File: src/rtl/irqc_pkg.sv
package irqc_pkg;

   // Routing entry, bit positions are software visible
   typedef struct packed {
      logic [7:0]  dest;     // 63:56
      logic [38:0] spare;    // 55:17
      logic        mask;     // 16
      logic        level;    // 15 (1 = level, 0 = edge)
      logic        rirr;     // 14 hardware owned
      logic        pol;      // 13
      logic        dstat;    // 12 hardware owned
      logic        dmode;    // 11
      logic [2:0]  dlv;      // 10:8
      logic [7:0]  vec;      // 7:0
   } redir_t;

   typedef enum logic [2:0] {
      WK_ID,
      WK_VER,
      WK_ARB,
      WK_ENTRY,
      WK_NONE
   } win_kind_e;

   localparam logic [7:0] IDX_ID         = 8'h00;
   localparam logic [7:0] IDX_VER        = 8'h01;
   localparam logic [7:0] IDX_ARB        = 8'h02;
   localparam logic [7:0] IDX_ENTRY_BASE = 8'h10;
   localparam int         ENTRY_W        = 64;

endpackage

File: src/rtl/irqc_sel_decode.sv
module irqc_sel_decode
   import irqc_pkg::*;
#(
   parameter int NPINS = 24,
   parameter int PIN_W = $clog2(NPINS)
) (
   input  logic [7:0]       sel,
   output win_kind_e        kind,
   output logic [PIN_W-1:0] pin,
   output logic             hi
);

   logic [6:0] raw_idx;

   always_comb begin
      raw_idx = 7'((sel - IDX_ENTRY_BASE) >> 1);
      pin     = PIN_W'(raw_idx);
      hi      = sel[0];
      if (sel == IDX_ID)
         kind = WK_ID;
      else if (sel == IDX_VER)
         kind = WK_VER;
      else if (sel == IDX_ARB)
         kind = WK_ARB;
      else if ((sel >= IDX_ENTRY_BASE) && (int'(raw_idx) < NPINS))
         kind = WK_ENTRY;
      else
         kind = WK_NONE;
   end

endmodule

File: src/rtl/irqc_redir_entry.sv
module irqc_redir_entry
   import irqc_pkg::*;
(
   input  logic        clk,
   input  logic        rst_n,
   input  logic        wr_lo,
   input  logic        wr_hi,
   input  logic [31:0] wdata,
   input  logic        hw_rirr_set,
   input  logic        hw_rirr_clr,
   input  logic        hw_dstat,
   output redir_t      entry_o,
   output logic        mask_chg_o
);

   localparam redir_t RST_VAL = redir_t'(64'h1 << 16);

   redir_t cur_q;
   redir_t nxt;
   logic   rirr_hw;
   logic   chg_q;

   always_comb begin
      rirr_hw = (cur_q.rirr & ~hw_rirr_clr) | (hw_rirr_set & cur_q.level);
      nxt     = cur_q;
      if (wr_lo)
         nxt = {cur_q[63:32], wdata};
      else if (wr_hi)
         nxt = {wdata, cur_q[31:0]};
      nxt.dstat = hw_dstat;
      // edge mode drops remote IRR
      nxt.rirr  = rirr_hw & nxt.level;
   end

   always_ff @(posedge clk or negedge rst_n) begin
      if (!rst_n) begin
         cur_q <= RST_VAL;
         chg_q <= 1'b0;
      end else begin
         cur_q <= nxt;
         chg_q <= (nxt.mask != cur_q.mask);
      end
   end

   assign entry_o    = cur_q;
   assign mask_chg_o = chg_q;

   p_edge_no_rirr_r7 : assert property (@(posedge clk) disable iff (!rst_n)
      !cur_q.level |-> !cur_q.rirr);

   p_rirr_kept_r6 : assert property (@(posedge clk) disable iff (!rst_n)
      (wr_lo && wdata[15] && cur_q.level && !hw_rirr_set && !hw_rirr_clr)
      |=> (cur_q.rirr == $past(cur_q.rirr)));

   p_mask_pulse_r10 : assert property (@(posedge clk) disable iff (!rst_n)
      mask_chg_o |-> (cur_q.mask != $past(cur_q.mask)));

   p_mask_hold_r10 : assert property (@(posedge clk) disable iff (!rst_n)
      !wr_lo |=> $stable(cur_q.mask));

endmodule

File: src/rtl/irqc_regwin.sv
module irqc_regwin
   import irqc_pkg::*;
#(
   parameter int              NPINS            = 24,
   parameter int              ADDR_W           = 8,
   parameter logic [ADDR_W-1:0] SEL_OFF        = 'h00,
   parameter logic [ADDR_W-1:0] WIN_OFF        = 'h10,
   parameter logic [7:0]      VERSION          = 8'h11,
   parameter bit              RDATA_CLEAR_IDLE = 1'b0,
   localparam int             PIN_W            = $clog2(NPINS)
) (
   input  logic                      clk,
   input  logic                      rst_n,
   input  logic                      bus_wr,
   input  logic                      bus_rd,
   input  logic [ADDR_W-1:0]         bus_addr,
   input  logic [31:0]               bus_wdata,
   output logic [31:0]               bus_rdata,
   output logic                      bus_rvalid,
   input  logic [NPINS-1:0]          hw_rirr_set,
   input  logic [NPINS-1:0]          hw_rirr_clr,
   input  logic [NPINS-1:0]          hw_dstat,
   output logic [NPINS*ENTRY_W-1:0]  entries_o,
   output logic                      mask_chg_o,
   output logic [PIN_W-1:0]          mask_chg_pin_o
);

   // elaboration checks
   if ((NPINS < 2) || (NPINS > 120)) begin : g_bad_npins
      $error("irqc_regwin: NPINS must lie in 2..120");
   end
   if (SEL_OFF == WIN_OFF) begin : g_bad_offs
      $error("irqc_regwin: select and window offsets must differ");
   end

   logic [7:0]       sel_q;
   logic [3:0]       id_q;
   win_kind_e        kind;
   logic [PIN_W-1:0] pin;
   logic             hi;
   logic             win_wr;
   logic [31:0]      rd_val;
   logic [31:0]      win_val;
   logic [31:0]      rdata_q;
   logic             rvalid_q;
   logic [NPINS-1:0] chg_vec;
   redir_t           ent_arr [NPINS];

   irqc_sel_decode #(.NPINS(NPINS), .PIN_W(PIN_W)) u_dec (
      .sel  (sel_q),
      .kind (kind),
      .pin  (pin),
      .hi   (hi)
   );

   assign win_wr = bus_wr && (bus_addr == WIN_OFF);

   for (genvar i = 0; i < NPINS; i++) begin : g_pin
      logic hit;
      assign hit = win_wr && (kind == WK_ENTRY) && (pin == PIN_W'(i));
      irqc_redir_entry u_ent (
         .clk         (clk),
         .rst_n       (rst_n),
         .wr_lo       (hit && !hi),
         .wr_hi       (hit && hi),
         .wdata       (bus_wdata),
         .hw_rirr_set (hw_rirr_set[i]),
         .hw_rirr_clr (hw_rirr_clr[i]),
         .hw_dstat    (hw_dstat[i]),
         .entry_o     (ent_arr[i]),
         .mask_chg_o  (chg_vec[i])
      );
      assign entries_o[i*ENTRY_W +: ENTRY_W] = ent_arr[i];
   end

   always_ff @(posedge clk or negedge rst_n) begin
      if (!rst_n) begin
         sel_q <= '0;
         id_q  <= '0;
      end else if (bus_wr) begin
         if (bus_addr == SEL_OFF)
            sel_q <= bus_wdata[7:0];
         if (win_wr && (kind == WK_ID))
            id_q <= bus_wdata[27:24];
      end
   end

   always_comb begin
      case (kind)
         WK_ID, WK_ARB: win_val = {4'b0, id_q, 24'b0};
         WK_VER:        win_val = {8'b0, 8'(NPINS - 1), 8'b0, VERSION};
         WK_ENTRY:      win_val = hi ? ent_arr[pin][63:32] : ent_arr[pin][31:0];
         default:       win_val = '1;
      endcase
      if (bus_addr == SEL_OFF)
         rd_val = {24'b0, sel_q};
      else if (bus_addr == WIN_OFF)
         rd_val = win_val;
      else
         rd_val = '0;
   end

   if (RDATA_CLEAR_IDLE) begin : g_rd_clr
      always_ff @(posedge clk or negedge rst_n) begin
         if (!rst_n) rdata_q <= '0;
         else        rdata_q <= bus_rd ? rd_val : '0;
      end
   end else begin : g_rd_hold
      always_ff @(posedge clk or negedge rst_n) begin
         if (!rst_n)      rdata_q <= '0;
         else if (bus_rd) rdata_q <= rd_val;
      end
   end

   always_ff @(posedge clk or negedge rst_n) begin
      if (!rst_n) rvalid_q <= 1'b0;
      else        rvalid_q <= bus_rd;
   end

   assign bus_rdata  = rdata_q;
   assign bus_rvalid = rvalid_q;
   assign mask_chg_o = |chg_vec;

   always_comb begin
      mask_chg_pin_o = '0;
      for (int k = 0; k < NPINS; k++)
         if (chg_vec[k]) mask_chg_pin_o = PIN_W'(k);
   end

   p_sel_kept_r1 : assert property (@(posedge clk) disable iff (!rst_n)
      (bus_wr && bus_addr == SEL_OFF) |=> (sel_q == $past(bus_wdata[7:0])));

   p_id_stable_r3 : assert property (@(posedge clk) disable iff (!rst_n)
      !(win_wr && sel_q == IDX_ID) |=> $stable(id_q));

   p_rvalid_r9 : assert property (@(posedge clk) disable iff (!rst_n)
      bus_rd |=> bus_rvalid);

   p_rvalid_idle_r9 : assert property (@(posedge clk) disable iff (!rst_n)
      !bus_rd |=> !bus_rvalid);

   p_one_chg_r10 : assert property (@(posedge clk) disable iff (!rst_n)
      $onehot0(chg_vec));

endmodule

File: config.mk
export PLATFORM = sky130hd
export DESIGN_NAME = irqc_regwin
export DESIGN_NICKNAME = d
export VERILOG_FILES = /design/src/rtl/irqc_pkg.sv /design/src/rtl/irqc_sel_decode.sv /design/src/rtl/irqc_redir_entry.sv /design/src/rtl/irqc_regwin.sv
export SDC_FILE = /design/constraint.sdc
export NUM_CORES = 2
export LEC_CHECK = 0
export BUFFER_PORTS_ARGS = -buffer_cell sky130_fd_sc_hd__buf_4
export CORE_AREA = 5 5 657 659
export CTS_CLUSTER_DIAMETER = 200
export CTS_CLUSTER_SIZE = 28
export DETAILED_ROUTE_END_ITERATION = 8
export DIE_AREA = 0 0 662 664
export GPL_TIMING_DRIVEN = 0
export PLACE_DENSITY = 0.34
export SYNTH_ARGS = -nofsm -noshare
export SYNTH_HDL_FRONTEND = slang
export SYNTH_HIERARCHICAL = 1
export SYNTH_SLANG_ARGS = --single-unit
File: constraint.sdc
create_clock -name clk -period 8.2 [get_ports clk]
set_input_delay 0 -clock clk [delete_from_list [all_inputs] [get_ports clk]]
set_output_delay 0 -clock clk [all_outputs]
set_load 0.005 [all_outputs]
==> flow_summary.toml <==
[status]
outcome = "finished, violations left"
violations = "max-capacitance violations, max-slew violations"

[critical_path]
r2r_cells = 13
r2r_slack_ps = 1950
critPathTopFamily = "buffers and inverters"
critPathMostFrequentCell = "buf_2"
worst-setup-path-type = "flip-flop to flip-flop"
critPathBufInv = 9
cp-startpoint = "sel_q[2]"
end_kind = "flip-flop"
rr_endpoint = "g_pin[11].u_ent/entry_o[58]"
crit_slowest_cell = "buf_2"
max_stage_delay_ps = 840
critPathLaunchType = "flip-flop"
crit_fanout = 10
cp_cell_sequence = "buf_4, buf_2, buf_4, buf_2, buf_2, buf_2, nand3_1, nor3_1, buf_6, nand2b_4, buf_6, buf_6, mux2_4"
timing.rr.start = "sel_q[2]"
crit_end = "g_pin[11].u_ent/entry_o[58]"
critPathArrivalTime_ps = 6990
required_ps = 8940
cp.depth = 13

[hold_path]
holdCritPathClass = "input pin to flip-flop"
holdCritStartpoint = "bus_wdata[23]"

[synth]
ys_types = 65
synth-edff-count = 0
synth-main-ff-cell = "dfrtp_1"
syn-num-nets = 4865
ys_seq_area_share_pct = 52.3
syn_inst = 4747
avgSynthCellArea_sq_um = 16.2
ys_ff_latch = 1605
syn_area_sq_mm = 0.0768
yosysWarnings = 6
async_reset_ff_share_pct = 100

[place]
place_hpwl_um = 489000
place_congestion = 0.840
dp.cells = 12200
port_buffers = 1690

[timing]
finalCritPeriodShare_pct = 76.2
rsz0062_at_grt = "false"
setup_violations = 0
slew_headroom_pct = -16.7
finalSetupTns_ps = 0
timing.final.crit_period_ps = 6250
finalClockSkew_ps = 60.0
worst_pin_slew_ps = 1740
max_freq_ghz = 0.160
final-hold-violation-count = 0
slew_viol_final = 21

[detailed_routing]
drt_iter0_drc = 5084
highest_layer = "met5"
drt-vias-per-instance = 4.52
finalWirelength_um = 631000
ant_nets = 0
route.met3.wl_um = 36600
wl_met2_um = 311000
m1WireLength_um = 256000
via_count = 56500
drt-wirelength-per-cell_um = 50.5
drc_errors = 0
drtPass1Iterations = 5

[layout]
finalNonFillerCells = 12500
drive_gt1_share_pct = 60.7
area_growth_pct = 32.6
fillCellCount = 44800
nets = 6855

[floorplan]
die_w_um = 662
die_h_um = 664
rows = 240
io_pins = 1691
dieArea_sq_mm = 0.440
start_util_pct = 18.0
coreArea_sq_mm = 0.426

[clock_tree]
cts_max_path_buffers = 4
cts_root_buf = "clkbuf_16"
cts_resized = 0
cts.htree.levels = 3
cts_sinks = 1605
path_clk_slew_ps = 130
cts_setup_buffers = 0
tritoncts = "yes"
numCtsBuffers = 76
cts_hold_buf = 172
insertion_delay_ps = 860

[grt]
track_usage_pct = 27.7
antenna_found_initial = 116
grt_max_degree = 163
grt_pass1_vias = 56600
gr-total-overflow = 0
grt_pass1_wl_um = 769000

[power]
ir_drop_mv = 0.128
power_leakage_uw = 0.0505
powerDensity_mw_per_mm2 = 141

[job]
drv_cap = 6
-- sequential cells by signal (all words and copies together) (netlist names) --
register	flops
g_pin.u_ent/entry_o	1536
bus_rdata	32
g_pin.u_ent/mask_chg_o	24
sel_q	8
id_q	4
bus_rvalid	1
-- placed cells by master, fill, tap and decap left out, types with 25 or more instances in the layout --
master / instances
mux2i_1: 184
and3b_1: 26
buf_6: 136
and2_1: 26
dlygate4sd3_1: 171
buf_4: 1722
nand3_1: 25
nor2_1: 72
a21oi_1: 66
clkbuf_2: 28
dfrtp_1: 1581
clkbuf_1: 34
nand2_1: 58
o22ai_1: 42
o221ai_1: 27
diode_2: 55
mux2_4: 720
mux4_2: 326
clkbuf_16: 78
mux2_2: 800
nor2b_1: 40
o21ai_0: 38
a211oi_1: 42
a221oi_1: 25
nand2b_1: 30
buf_2: 139
-- report_power, final --
group	leakage, uW	switching [uW]	total, uW	internal, uW
Sequential	0.0223	12.9	7940	7920
Combinational	0.0271	1100	1380	282
Clock	0.00107	3240	5050	1820
Total	0.0505	4350	14400	10000
-- synthesized netlist by cell type, types with 10 or more instances --
master | number | area share [%]
a211oi_1 | 45 | 0.44
a221oi_1 | 25 | 0.29
o221a_2 | 24 | 0.35
o21ai_0 | 38 | 0.25
nand2_1 | 58 | 0.28
o22ai_1 | 42 | 0.34
o221ai_1 | 27 | 0.31
xor2_1 | 24 | 0.27
a211o_1 | 17 | 0.19
nand2b_1 | 30 | 0.24
nor3_1 | 21 | 0.14
mux2_2 | 800 | 12
buf_4 | 28 | 0.27
and3b_1 | 26 | 0.30
buf_2 | 133 | 0.87
nor2b_1 | 40 | 0.33
buf_6 | 129 | 1.9
nand2b_4 | 24 | 0.43
inv_1 | 12 | 0.059
clkbuf_1 | 50 | 0.24
a21oi_1 | 66 | 0.43
and2_1 | 26 | 0.21
mux2_4 | 720 | 14
dfrtp_1 | 1581 | 52
mux4_2 | 326 | 9.6
nand3_1 | 25 | 0.16
o31ai_1 | 10 | 0.098
buf_1 | 12 | 0.059
nor2_1 | 72 | 0.35
a22oi_1 | 16 | 0.16
mux2i_1 | 195 | 2.5
dfstp_2 | 24 | 0.82
-- layer usage --
metal | vias to the layer above | track usage [%]
met1 | 31800 | 34.3
li1 | 21800 | -
met5 | - | 0
met2 | 2383 | 47.5
met3 | 450 | 5.34
met4 | 26 | 10.0
-- stage by stage --
step                      hold WS (ps)  utilization (%)  cell area, sq um  setup slack [ps]  power, uW
final                             67.6             23.9            102000              1950      14400
after global routing              61.6             23.9            102000              1880      14800
after CTS                         5.42             23.9            102000              1780      14600
after detailed placement          81.3             23.0             97700              1800       9430
after global placement             110             22.7             96600            -15710       9390
after floorplan                   -296                -             76800              4860       8350
-- final cells by class --
type | instances | area [sq um] | area share, %
timing repair buffer | 1912 | 15400 | 15.2
sequential | 1605 | 40200 | 39.5
clock buffer | 91 | 2000 | 1.96
clock inverter | 14 | 225 | 0.221
tap | 5687 | 7120 | 6.99
multi-input combinational | 2776 | 34100 | 33.5
antenna | 55 | 138 | 0.135
inverter | 14 | 52.6 | 0.0516
buffer | 352 | 2620 | 2.57
-- cell families (layout without fill, tap and decap cells) --
family                   after synthesis  in the layout  synth area share [%]
adder cells (fa/ha/maj)                2              2                0.0326
AO/OA/AOI/OAI                        342            342                  3.17
AND/OR/NAND/NOR                      367            367                  2.88
flip-flops                          1605           1605                  52.3
XOR/XNOR                              24             24                 0.274
multiplexers                        2041           2041                  37.9
buffers and inverters                366           2383                  3.40
other                                  0             55                     0
-- worst min path at each step --
stage	endpoint	slack [ps]	cells after the start
floorplan	bus_rdata[0]	-300	0
global placement	g_pin[21].u_ent/entry_o[12]	110	1
detailed placement	g_pin[1].u_ent/entry_o[12]	80	1
CTS	g_pin[5].u_ent/entry_o[14]	5	4
global route	g_pin[5].u_ent/entry_o[14]	60	4
finish	g_pin[2].u_ent/entry_o[23]	70	2
(Power assumes the default switching activity.)
